File: src/rtl/conv_seq.sv
module conv_seq #(
  parameter int N  = 64,
  parameter int CW = 4,
  parameter int RW = 10
) (
  input  logic                 clk,
  input  logic                 rst_n,
  input  logic                 tbl_we,
  input  logic [$clog2(N)-1:0] tbl_waddr,
  input  logic [CW-1:0]        tbl_wchan,
  input  logic                 tbl_wpause,
  input  logic                 tbl_wlast,
  input  logic [$clog2(N)-1:0] q2_base,
  input  logic                 go1,
  input  logic                 go2,
  input  logic [1:0]           ovr_clr,
  output logic                 conv_req,
  output logic [CW-1:0]        conv_chan,
  input  logic                 conv_done,
  input  logic [RW-1:0]        conv_result,
  input  logic [$clog2(N)-1:0] res_raddr,
  output logic [RW-1:0]        res_rdata,
  output logic [1:0]           q1_state,
  output logic [1:0]           q2_state,
  output logic                 q1_ovr,
  output logic                 q2_ovr
);
  localparam int AW = $clog2(N);
  localparam logic [1:0] IDLE = 2'b00, ACT = 2'b01, PAUS = 2'b10, PEND = 2'b11;

  logic [CW-1:0] chan_m [N];
  logic          pau_m  [N];
  logic          lst_m  [N];
  logic [RW-1:0] res_m  [N];

  logic [1:0]    s1, s2, s1n, s2n;
  logic [AW-1:0] p1, p2, p1n, p2n, cur;
  logic          busy, own;

  wire           fin      = conv_done & busy;
  wire [AW-1:0]  q1_end   = q2_base - 1'b1;
  wire [AW-1:0]  nxt      = cur + 1'b1;
  wire           cur_last = lst_m[cur] | (own ? (&cur) : (cur == q1_end));
  wire           cur_pau  = pau_m[cur];
  wire           issue    = !busy && (s1 == ACT || s2 == ACT);
  wire           use2     = (s1 != ACT);
  wire [AW-1:0]  ip       = use2 ? p2 : p1;
  wire           ov1_set  = go1 && (s1 == ACT);
  wire           ov2_set  = go2 && (s2 == ACT || s2 == PEND);

  always_comb begin
    s1n = s1;
    s2n = s2;
    p1n = p1;
    p2n = p2;
    if (fin) begin
      if (!own) begin
        p1n = nxt;
        if (cur_last)     s1n = IDLE;
        else if (cur_pau) s1n = PAUS;
      end else begin
        p2n = nxt;
        if (cur_last)     s2n = IDLE;
        else if (cur_pau) s2n = PAUS;
      end
    end
    if (go1) begin
      if (s1 == IDLE) begin
        s1n = ACT;
        p1n = '0;
      end else if (s1 == PAUS) begin
        s1n = ACT;
      end
    end
    if (go2) begin
      if (s2 == IDLE) begin
        s2n = PEND;
        p2n = q2_base;
      end else if (s2 == PAUS) begin
        s2n = PEND;
      end
    end
    if (s1n == ACT && s2n == ACT)      s2n = PEND;
    else if (s1n != ACT && s2n == PEND) s2n = ACT;
  end

  always_ff @(posedge clk or negedge rst_n) begin
    if (!rst_n) begin
      s1        <= IDLE;
      s2        <= IDLE;
      p1        <= '0;
      p2        <= '0;
      cur       <= '0;
      busy      <= 1'b0;
      own       <= 1'b0;
      conv_req  <= 1'b0;
      conv_chan <= '0;
      q1_ovr    <= 1'b0;
      q2_ovr    <= 1'b0;
    end else begin
      s1       <= s1n;
      s2       <= s2n;
      p1       <= p1n;
      p2       <= p2n;
      conv_req <= issue;
      q1_ovr   <= ov1_set | (q1_ovr & ~ovr_clr[0]);
      q2_ovr   <= ov2_set | (q2_ovr & ~ovr_clr[1]);
      if (issue) begin
        busy      <= 1'b1;
        own       <= use2;
        cur       <= ip;
        conv_chan <= chan_m[ip];
      end else if (fin) begin
        busy <= 1'b0;
      end
    end
  end

  always_ff @(posedge clk) begin
    if (tbl_we) begin
      chan_m[tbl_waddr] <= tbl_wchan;
      pau_m[tbl_waddr]  <= tbl_wpause;
      lst_m[tbl_waddr]  <= tbl_wlast;
    end
    if (fin) res_m[cur] <= conv_result;
  end

  assign res_rdata = res_m[res_raddr];
  assign q1_state  = s1;
  assign q2_state  = s2;
endmodule

File: config.mk
export PLATFORM = sky130hd
export DESIGN_NAME = conv_seq
export DESIGN_NICKNAME = d
export VERILOG_FILES = /design/src/rtl/conv_seq.sv
export SDC_FILE = /design/constraint.sdc
export NUM_CORES = 1
export LEC_CHECK = 0
export BUFFER_PORTS_ARGS = -buffer_cell sky130_fd_sc_hd__clkbuf_2
export CAP_MARGIN = 20
export CORE_UTILIZATION = 56
export CTS_CLUSTER_SIZE = 24
export DETAILED_ROUTE_END_ITERATION = 10
export GPL_TIMING_DRIVEN = 0
export PLACE_DENSITY_LB_ADDON = 0.25
export SETUP_SLACK_MARGIN = 0.02
export SYNTH_ARGS = -nofsm -noshare
export SYNTH_HDL_FRONTEND = slang
export SYNTH_SLANG_ARGS = --single-unit
File: constraint.sdc
create_clock -name clk -period 2.8 [get_ports clk]
set_clock_uncertainty 0.2 [all_clocks]
set_input_delay 0.28 -clock clk [delete_from_list [all_inputs] [get_ports clk]]
set_output_delay 0.28 -clock clk [all_outputs]
set_load 0.005 [all_outputs]
==> flow_summary_export.csv, run 1 <==
group,metric,value,unit
status,outcome,"finished with violations",
status,violations_in_the_final_reports,"design-rule violations, negative setup slack",
place,total_instance_count_after_detailed_placement,3213,
place,dp_hpwl,67.2,mm
cts,cts_sinks,1055,
cts,htree_num_levels,3,
cts,cts_max_path_buffers,3,
critical_path,end_kind,"primary output",
critical_path,crit_arrival,2800,ps
die,top_level_i_o_count,63,
timing,finalWorstPathRequiredPeriod,3280,ps
logic_synthesis,yosysTopAreaCellShare,0.738,
power_and_ir_drop,power.leakage,15.9,nW
grt,grt_remaining_overflow,0,
grt,grt_first_pass_wirelength,149,mm
grt,grt_max_degree,65,
logic_synthesis,yosys.cell_count.top_type,"sky130_fd_sc_hd__edfxtp_1",
job,max-cap-violations,0,
die,die_area,75500,um2
critical_path,worst-path-max-fanout,10,
cts,clk_latency,680,ps
finish,final-instance-count-excl-fill,3502,
finish,multiInputGateArea,10600,um2
cts,root_buffer,"sky130_fd_sc_hd__clkbuf_16",
critical_path,worst-setup-path-type,"in2out",
place,buffer_ports.inserted,51,
logic_synthesis,synth_seq_area_share,0.757,
die,core-area,73300,um2
timing,grt_setup_unrepaired,"yes",
die,std_cell_rows,99,
logic_synthesis,synth.yosys.warnings,0,
logic_synthesis,postSynthAreaPerCell,19.1,um2
logic_synthesis,synthTopCellsByCount,"1024 x sky130_fd_sc_hd__edfxtp_1, 235 x sky130_fd_sc_hd__mux4_2, 198 x sky130_fd_sc_hd__nand2_1",
logic_synthesis,number_of_different_library_cells_in_the_post_synthesis_netlist,60,
detailed_routing,dr_total_vias,22700,
timing,max_clock_freq,305,MHz
detailed_routing,1st_iter_drt_viols,2906,
finish,area.growth.synth_to_final,18.4,%
die,start_util,0.568,
die,dieWidth,275,um
logic_synthesis,syn_nets,2231,
detailed_routing,via_per_inst,6.49,
detailed_routing,drt_drc_violations_left,21,
logic_synthesis,synthTopCellsByArea,"sky130_fd_sc_hd__edfxtp_1 74%, sky130_fd_sc_hd__mux4_2 13%, sky130_fd_sc_hd__dfrtp_1 1.9%, sky130_fd_sc_hd__nand2_1 1.8%, sky130_fd_sc_hd__nor2_1 1.5%",
finish,layout.nets,2505,
detailed_routing,detail_route.first_pass.iterations,11,
timing,timing.final.hold_violations,0,
finish,nFillCells,4691,
detailed_routing,wl,104,mm
grt,groute.usage.overall,0.276,
critical_path,timing.critical_path.from_type,"primary input",
detailed_routing,ant_nets,0,
grt,grt_pass1_vias,22400,
grt,antenna_found_initial,3,
logic_synthesis,yosys.area.top_type,"sky130_fd_sc_hd__edfxtp_1",
timing,fin_ws,-476,ps
finish,final_core_util,0.673,
logic_synthesis,synth_ff_type,"sky130_fd_sc_hd__edfxtp_1",
logic_synthesis,synth_enable_flop_cells,1024,
die,chipHeight,275,um
logic_synthesis,count_of_mapped_cells_out_of_synthesis,2187,
logic_synthesis,synth.cell_area,41700,um2
timing,worst_slew_pin_slew,1110,ps
power_and_ir_drop,vdd_ir_drop_max,0.694,mV
timing,post-route-period-util,1.17,
timing,setup_total_negative_slack,-4470,ps
timing,max_slew_margin,0.251,
cts,cts_tree,"yes",
critical_path,critical_path_required,2320,ps
power_and_ir_drop,p_per_area,890,nW/um2
detailed_routing,routed_wire_length_per_instance,29.6,um
timing,finalSetupViolCount,10,
cts,cts_inserted_buffers,103,
cts,clk_pin_slew_worst_paths,60,ps
finish,ff_latch_area,31500,um2
logic_synthesis,postSynth.asyncResetShare,0.0294,
logic_synthesis,ys_ff_latch,1055,
min_path,holdCritPathClass,"in2reg",
timing,finalMaxSlewViolations,0,
finish,drive_gt1_frac,0.304,
place,place.gp.congestion,0.882,
## cell usage in the layout, fill, tap and decap left out, types with 13 or more instances in the layout
cell and n:
sky130_fd_sc_hd__edfxtp_1 1024, sky130_fd_sc_hd__mux4_2 235, sky130_fd_sc_hd__nand2_1 189, sky130_fd_sc_hd__clkbuf_16 112, sky130_fd_sc_hd__nor2_1 90, sky130_fd_sc_hd__clkbuf_2 74
sky130_fd_sc_hd__nand3_1 72, sky130_fd_sc_hd__nor2_4 71, sky130_fd_sc_hd__buf_4 57, sky130_fd_sc_hd__clkbuf_1 47, sky130_fd_sc_hd__buf_12 44, sky130_fd_sc_hd__mux2i_1 42
sky130_fd_sc_hd__dfrtp_1 30, sky130_fd_sc_hd__dlygate4sd3_1 23, sky130_fd_sc_hd__buf_6 20, sky130_fd_sc_hd__clkinv_1 20, sky130_fd_sc_hd__inv_1 18, sky130_fd_sc_hd__o21ai_0 18
sky130_fd_sc_hd__a21oi_1 17, sky130_fd_sc_hd__clkinv_2 16, sky130_fd_sc_hd__nor2b_1 15, sky130_fd_sc_hd__a211oi_1 15, sky130_fd_sc_hd__buf_2 13, sky130_fd_sc_hd__a221oi_1 13
sky130_fd_sc_hd__nand4_1 13
## critical path: stages
cell and delay (ps):
sky130_fd_sc_hd__buf_4 220, sky130_fd_sc_hd__buf_8 240, sky130_fd_sc_hd__buf_6 220, sky130_fd_sc_hd__mux4_2 550, sky130_fd_sc_hd__mux4_2 580, sky130_fd_sc_hd__mux4_2 550, sky130_fd_sc_hd__clkbuf_2 140
## sequential cells by signal (all words and copies together), names as in the netlist
register	count
q1_state	2
q1_ovr	1
own	1
res_m	640
chan_m	256
p2	6
cur	6
pau_m	64
q2_state	2
busy	1
q2_ovr	1
conv_chan	4
conv_req	1
lst_m	64
p1	6
## final cells by class
cell class / count / share of cell area
flip-flops and latches: 1055 / 0.639
multi-input cells: 991 / 0.214
clock buffers: 129 / 0.0564
repair buffers: 170 / 0.0369
well taps: 959 / 0.0243
plain buffers: 122 / 0.0191
clock inverters: 53 / 0.00847
inverters: 18 / 0.00137
diodes: 5 / 0.000254
## report_power, final
group	switching, mW	internal [mW]
combinational	7.63	4.99
clock	5.82	7.41
sequential	0.299	17.8
## layer usage
metal,GRT usage,up-vias,part of all wire
li1,-,9426,-
met1,0.379,11700,0.38
met2,0.452,1303,0.49
met3,0.0461,259,0.086
met4,0.0985,0,0.040
met5,0,-,0
## kinds of logic (layout without fill, tap and decap cells)
| group | after synthesis | count (layout) | share of synthesized area |
|---|---|---|---|
| other cells | 0 | 5 | 0 |
| compound gates | 156 | 156 | 0.0273 |
| flops | 1055 | 1055 | 0.757 |
| xor+xnor | 9 | 9 | 0.00189 |
| buf+inv | 141 | 492 | 0.0160 |
| mux | 295 | 295 | 0.142 |
| simple gates | 529 | 529 | 0.0556 |
| fa+ha+maj | 2 | 2 | 0.000601 |
## timing repair
item,4_1_cts,5_1_grt
pin swaps,35,33
hold buffers,21,2
endpoints found under the setup margin,658,18
hold endpoints to repair,121,37
buffers inserted,55,19
cloned,0,4
resized for setup,294,90
## metrics by stage
| stage | setup WS (ps) | total power [mW] | hold WS [ps] | area (um2) |
|---|---|---|---|---|
| after floorplan | 108 | 24.1 | -216 | 41700 |
| after global placement | -1400 | 27.4 | 244 | 43100 |
| after detailed placement | -1370 | 27.6 | 245 | 43500 |
| after CTS | -525 | 42.4 | 18.7 | 48600 |
| after global routing | -530 | 45.1 | 34.5 | 49300 |
| final | -476 | 43.9 | 15.7 | 49300 |
## final timing paths
path	slack (ps)	end	cells after the start	start
worst max-delay path	-480	res_rdata[4]	7	res_raddr[0]
worst min-delay path	20	res_m[21][0]$_DFFE_PP_	1	conv_result[0]
worst max register to register	20	q2_state[1]$_DFF_PN0_	11	cur[0]$_DFFE_PN0P_
worst min register to register	380	p1[0]$_DFF_PN0_	2	p1[0]$_DFF_PN0_
max in group asynchronous	1690	cur[2]$_DFFE_PN0P_	2	rst_n
min in group asynchronous	50	conv_chan[3]$_DFFE_PN0P_	2	rst_n
(Power assumes the default switching activity.)
==> inputs of run 2 (changes only) <==
Settings changed: REMOVE_ABC_BUFFERS from default to 1.
==> run 2 against run 1 <==
  * Critical endpoint unchanged
  * Maximum frequency increased by 0.32%
  * The run still ends with design-rule violations, negative setup slack left
  * Critical path type is now reg2out
  * Die area unchanged
  * Final area decreased by 0.26%
==> flow_summary_export.csv, run 2 (synthesized netlist as in run 1, its figures left out) <==
group,metric,value,unit
finish,layout.nets,2430,
cts,htree_num_levels,3,
timing,finalSetupViolCount,10,
min_path,hp-start,"conv_result[1]",
timing,max_clock_freq,306,MHz
critical_path,critical_path_required,2320,ps
cts,cts_tree,"yes",
finish,most_frequent_standard_cell_in_the_layout_excluding_fill_and_tap_cells,"sky130_fd_sc_hd__edfxtp_1",
grt,grt_remaining_overflow,0,
grt,grt_pass1_vias,22300,
grt,grt_first_pass_wirelength,148,mm
grt,grt_max_degree,65,
die,chipHeight,275,um
finish,drive_gt1_frac,0.303,
detailed_routing,via_per_inst,6.49,
place,dp_hpwl,58.4,mm
die,core-area,73300,um2
power_and_ir_drop,power.switching_fraction,0.308,
detailed_routing,ant_nets,0,
critical_path,delay_of_the_slowest_cell_on_the_worst_path,550,ps
detailed_routing,wl,102,mm
critical_path,timing.critical_path.from_type,"register",
timing,grt_setup_unrepaired,"yes",
timing,timing.final.hold_violations,0,
min_path,holdPathStages,1,
critical_path,most_common_cell_on_crit_path,"sky130_fd_sc_hd__mux4_2",
cts,cts_sinks,1055,
detailed_routing,dr_total_vias,22300,
detailed_routing,m1WireLength,38.9,mm
timing,fin_ws,-465,ps
status,outcome,"finished with violations",
detailed_routing,1st_iter_drt_viols,2607,
finish,biggestRegsByFlops,"res_m: 640 flops, chan_m: 256 flops",
min_path,worst_case_hold_path_end_point,"res_m[20][1]$_DFFE_PP_",
detailed_routing,routed_wire_length_per_instance,29.8,um
cts,root_buffer,"sky130_fd_sc_hd__clkbuf_16",
power_and_ir_drop,vdd_ir_drop_max,0.785,mV
place,buffer_ports.inserted,62,
cts,clk_latency,660,ps
finish,insertedDiodeCount,0,
finish,mostFrequentLayoutCells,"1024 x sky130_fd_sc_hd__edfxtp_1, 235 x sky130_fd_sc_hd__mux4_2, 188 x sky130_fd_sc_hd__nand2_1",
timing,finalMaxSlewViolations,0,
die,top_level_i_o_count,63,
critical_path,worstPathBufferInverterCount,1,
power_and_ir_drop,clockPowerShare,0.312,
critical_path,reg2reg_depth,11,
cts,cts_inserted_buffers,103,
finish,area.growth.synth_to_final,18.1,%
timing,finalWorstPathRequiredPeriod,3270,ps
detailed_routing,met3WireLength,8.64,mm
power_and_ir_drop,portion_of_total_power_attributed_to_combinational_logic,0.278,
detailed_routing,drt_drc_violations_left,6,
critical_path,reg2reg_from,"q1_state[1]$_DFF_PN0_",
timing,post-route-period-util,1.17,
critical_path,end_kind,"primary output",
critical_path,worst_path_dominant_cell_family,"multiplexers",
critical_path,worst-setup-path-type,"reg2out",
die,start_util,0.568,
timing,setup_total_negative_slack,-4250,ps
critical_path,worst-path-max-fanout,1,
power_and_ir_drop,power_frac_seq,0.410,
cts,clk_pin_slew_worst_paths,60,ps
die,std_cell_rows,99,
detailed_routing,wl_met2,50.4,mm
place,place.gp.congestion,0.874,
grt,groute.usage.overall,0.274,
power_and_ir_drop,power.leakage,15.8,nW
critical_path,setup.reg_to_reg.worst_slack,10,ps
timing,max_slew_margin,0.270,
place,worst_case_setup_slack_after_placement,-1370,ps
critical_path,crit-reg2reg-capture,"conv_chan[3]$_DFFE_PN0P_",
power_and_ir_drop,totalPowerFinal,44.6,mW
min_path,holdCritPathClass,"in2reg",
die,die_area,75500,um2
cts,cts_max_path_buffers,3,
status,violations_in_the_final_reports,"design-rule violations, negative setup slack",
timing,worst_slew_pin_slew,1090,ps
die,dieWidth,275,um
detailed_routing,maxUsedRoutingLayer,"met4",
detailed_routing,detail_route.first_pass.iterations,11,
power_and_ir_drop,total_switching_power,13.7,mW
critical_path,critPathSlowestCell,"sky130_fd_sc_hd__mux4_2",
power_and_ir_drop,intPower,30.9,mW
finish,largest_reg_flops,640,
timing,final.hold.worst_slack,9.34,ps
job,max-cap-violations,0,
finish,top_register,"res_m",
power_and_ir_drop,p_per_area,906,nW/um2
grt,antenna_found_initial,1,
critical_path,cp_cell_sequence,"mux4_2 -> mux4_2 -> mux4_2 -> clkbuf_2",
critical_path,crit_arrival,2790,ps
## run 2: cell count changes in the layout (fill, tap and decap cells not counted), moves of 9 or more
cell / before / now
sky130_fd_sc_hd__buf_12: 44 / 31
sky130_fd_sc_hd__clkbuf_4: 11 / 2
sky130_fd_sc_hd__clkbuf_1: 47 / 20
sky130_fd_sc_hd__clkbuf_2: 74 / 60
sky130_fd_sc_hd__nor2_4: 71 / 62
sky130_fd_sc_hd__buf_6: 20 / 9
sky130_fd_sc_hd__buf_2: 13 / 0
## run 2: cell type report
| class | count | area (um2) |
|---|---|---|
| Clock inverter | 63 | 641 |
| Inverter | 18 | 75.1 |
| Multi-Input combinational cell | 995 | 10600 |
| Sequential cell | 1055 | 31500 |
| Tap cell | 959 | 1200 |
| Clock buffer | 129 | 2760 |
| Timing Repair Buffer | 213 | 2400 |
| Fill cell | 4624 | 24100 |
## run 2: metal layers
metal | vias to the layer above | GRT usage
met5 | - | 0
met4 | 0 | 0.107
met3 | 242 | 0.0499
met2 | 1286 | 0.446
met1 | 11500 | 0.372
li1 | 9263 | -
## run 2: worst max path at each step
stage / endpoint / startpoint / slack (ps) / cells after the start
final: res_rdata[4] / res_m[30][4]$_DFFE_PP_ / -470 / 4
after global routing: res_rdata[4] / res_m[63][4]$_DFFE_PP_ / -540 / 4
after CTS: res_rdata[4] / res_m[63][4]$_DFFE_PP_ / -510 / 4
after detailed placement: res_rdata[5] / res_raddr[0] / -1370 / 7
after global placement: res_rdata[5] / res_raddr[0] / -5080 / 5
after floorplan: conv_chan[1]$_DFFE_PN0P_ / q1_state[1]$_DFF_PN0_ / -2340 / 7
## run 2: timing repair
action                                  CTS  global route
hold endpoints to repair                184            25
setup buffers                            51            27
pin swaps                                14            29
endpoints found under the setup margin  665            58
hold buffers                             27             2
gates cloned                             14             1
gates resized for setup                 211            63
## run 2: power by group through the flow
stage,Sequential (mW),Combinational (mW),Clock (mW)
finish,18.3,12.4,13.9
global route,18.3,12.8,14.6
CTS,18.3,10.9,14.0
detailed placement,18.7,8.49,0
global placement,18.8,7.43,0
floorplan,18.5,4.84,0
## run 2: through the flow
stage	cells	instance area, um2	util
after global placement	3085	42600	0.581
after detailed placement	3111	43200	0.589
final	3432	49200	0.671
after global routing	3432	49200	0.671
after CTS	3395	48500	0.661
after floorplan	2064	41100	-
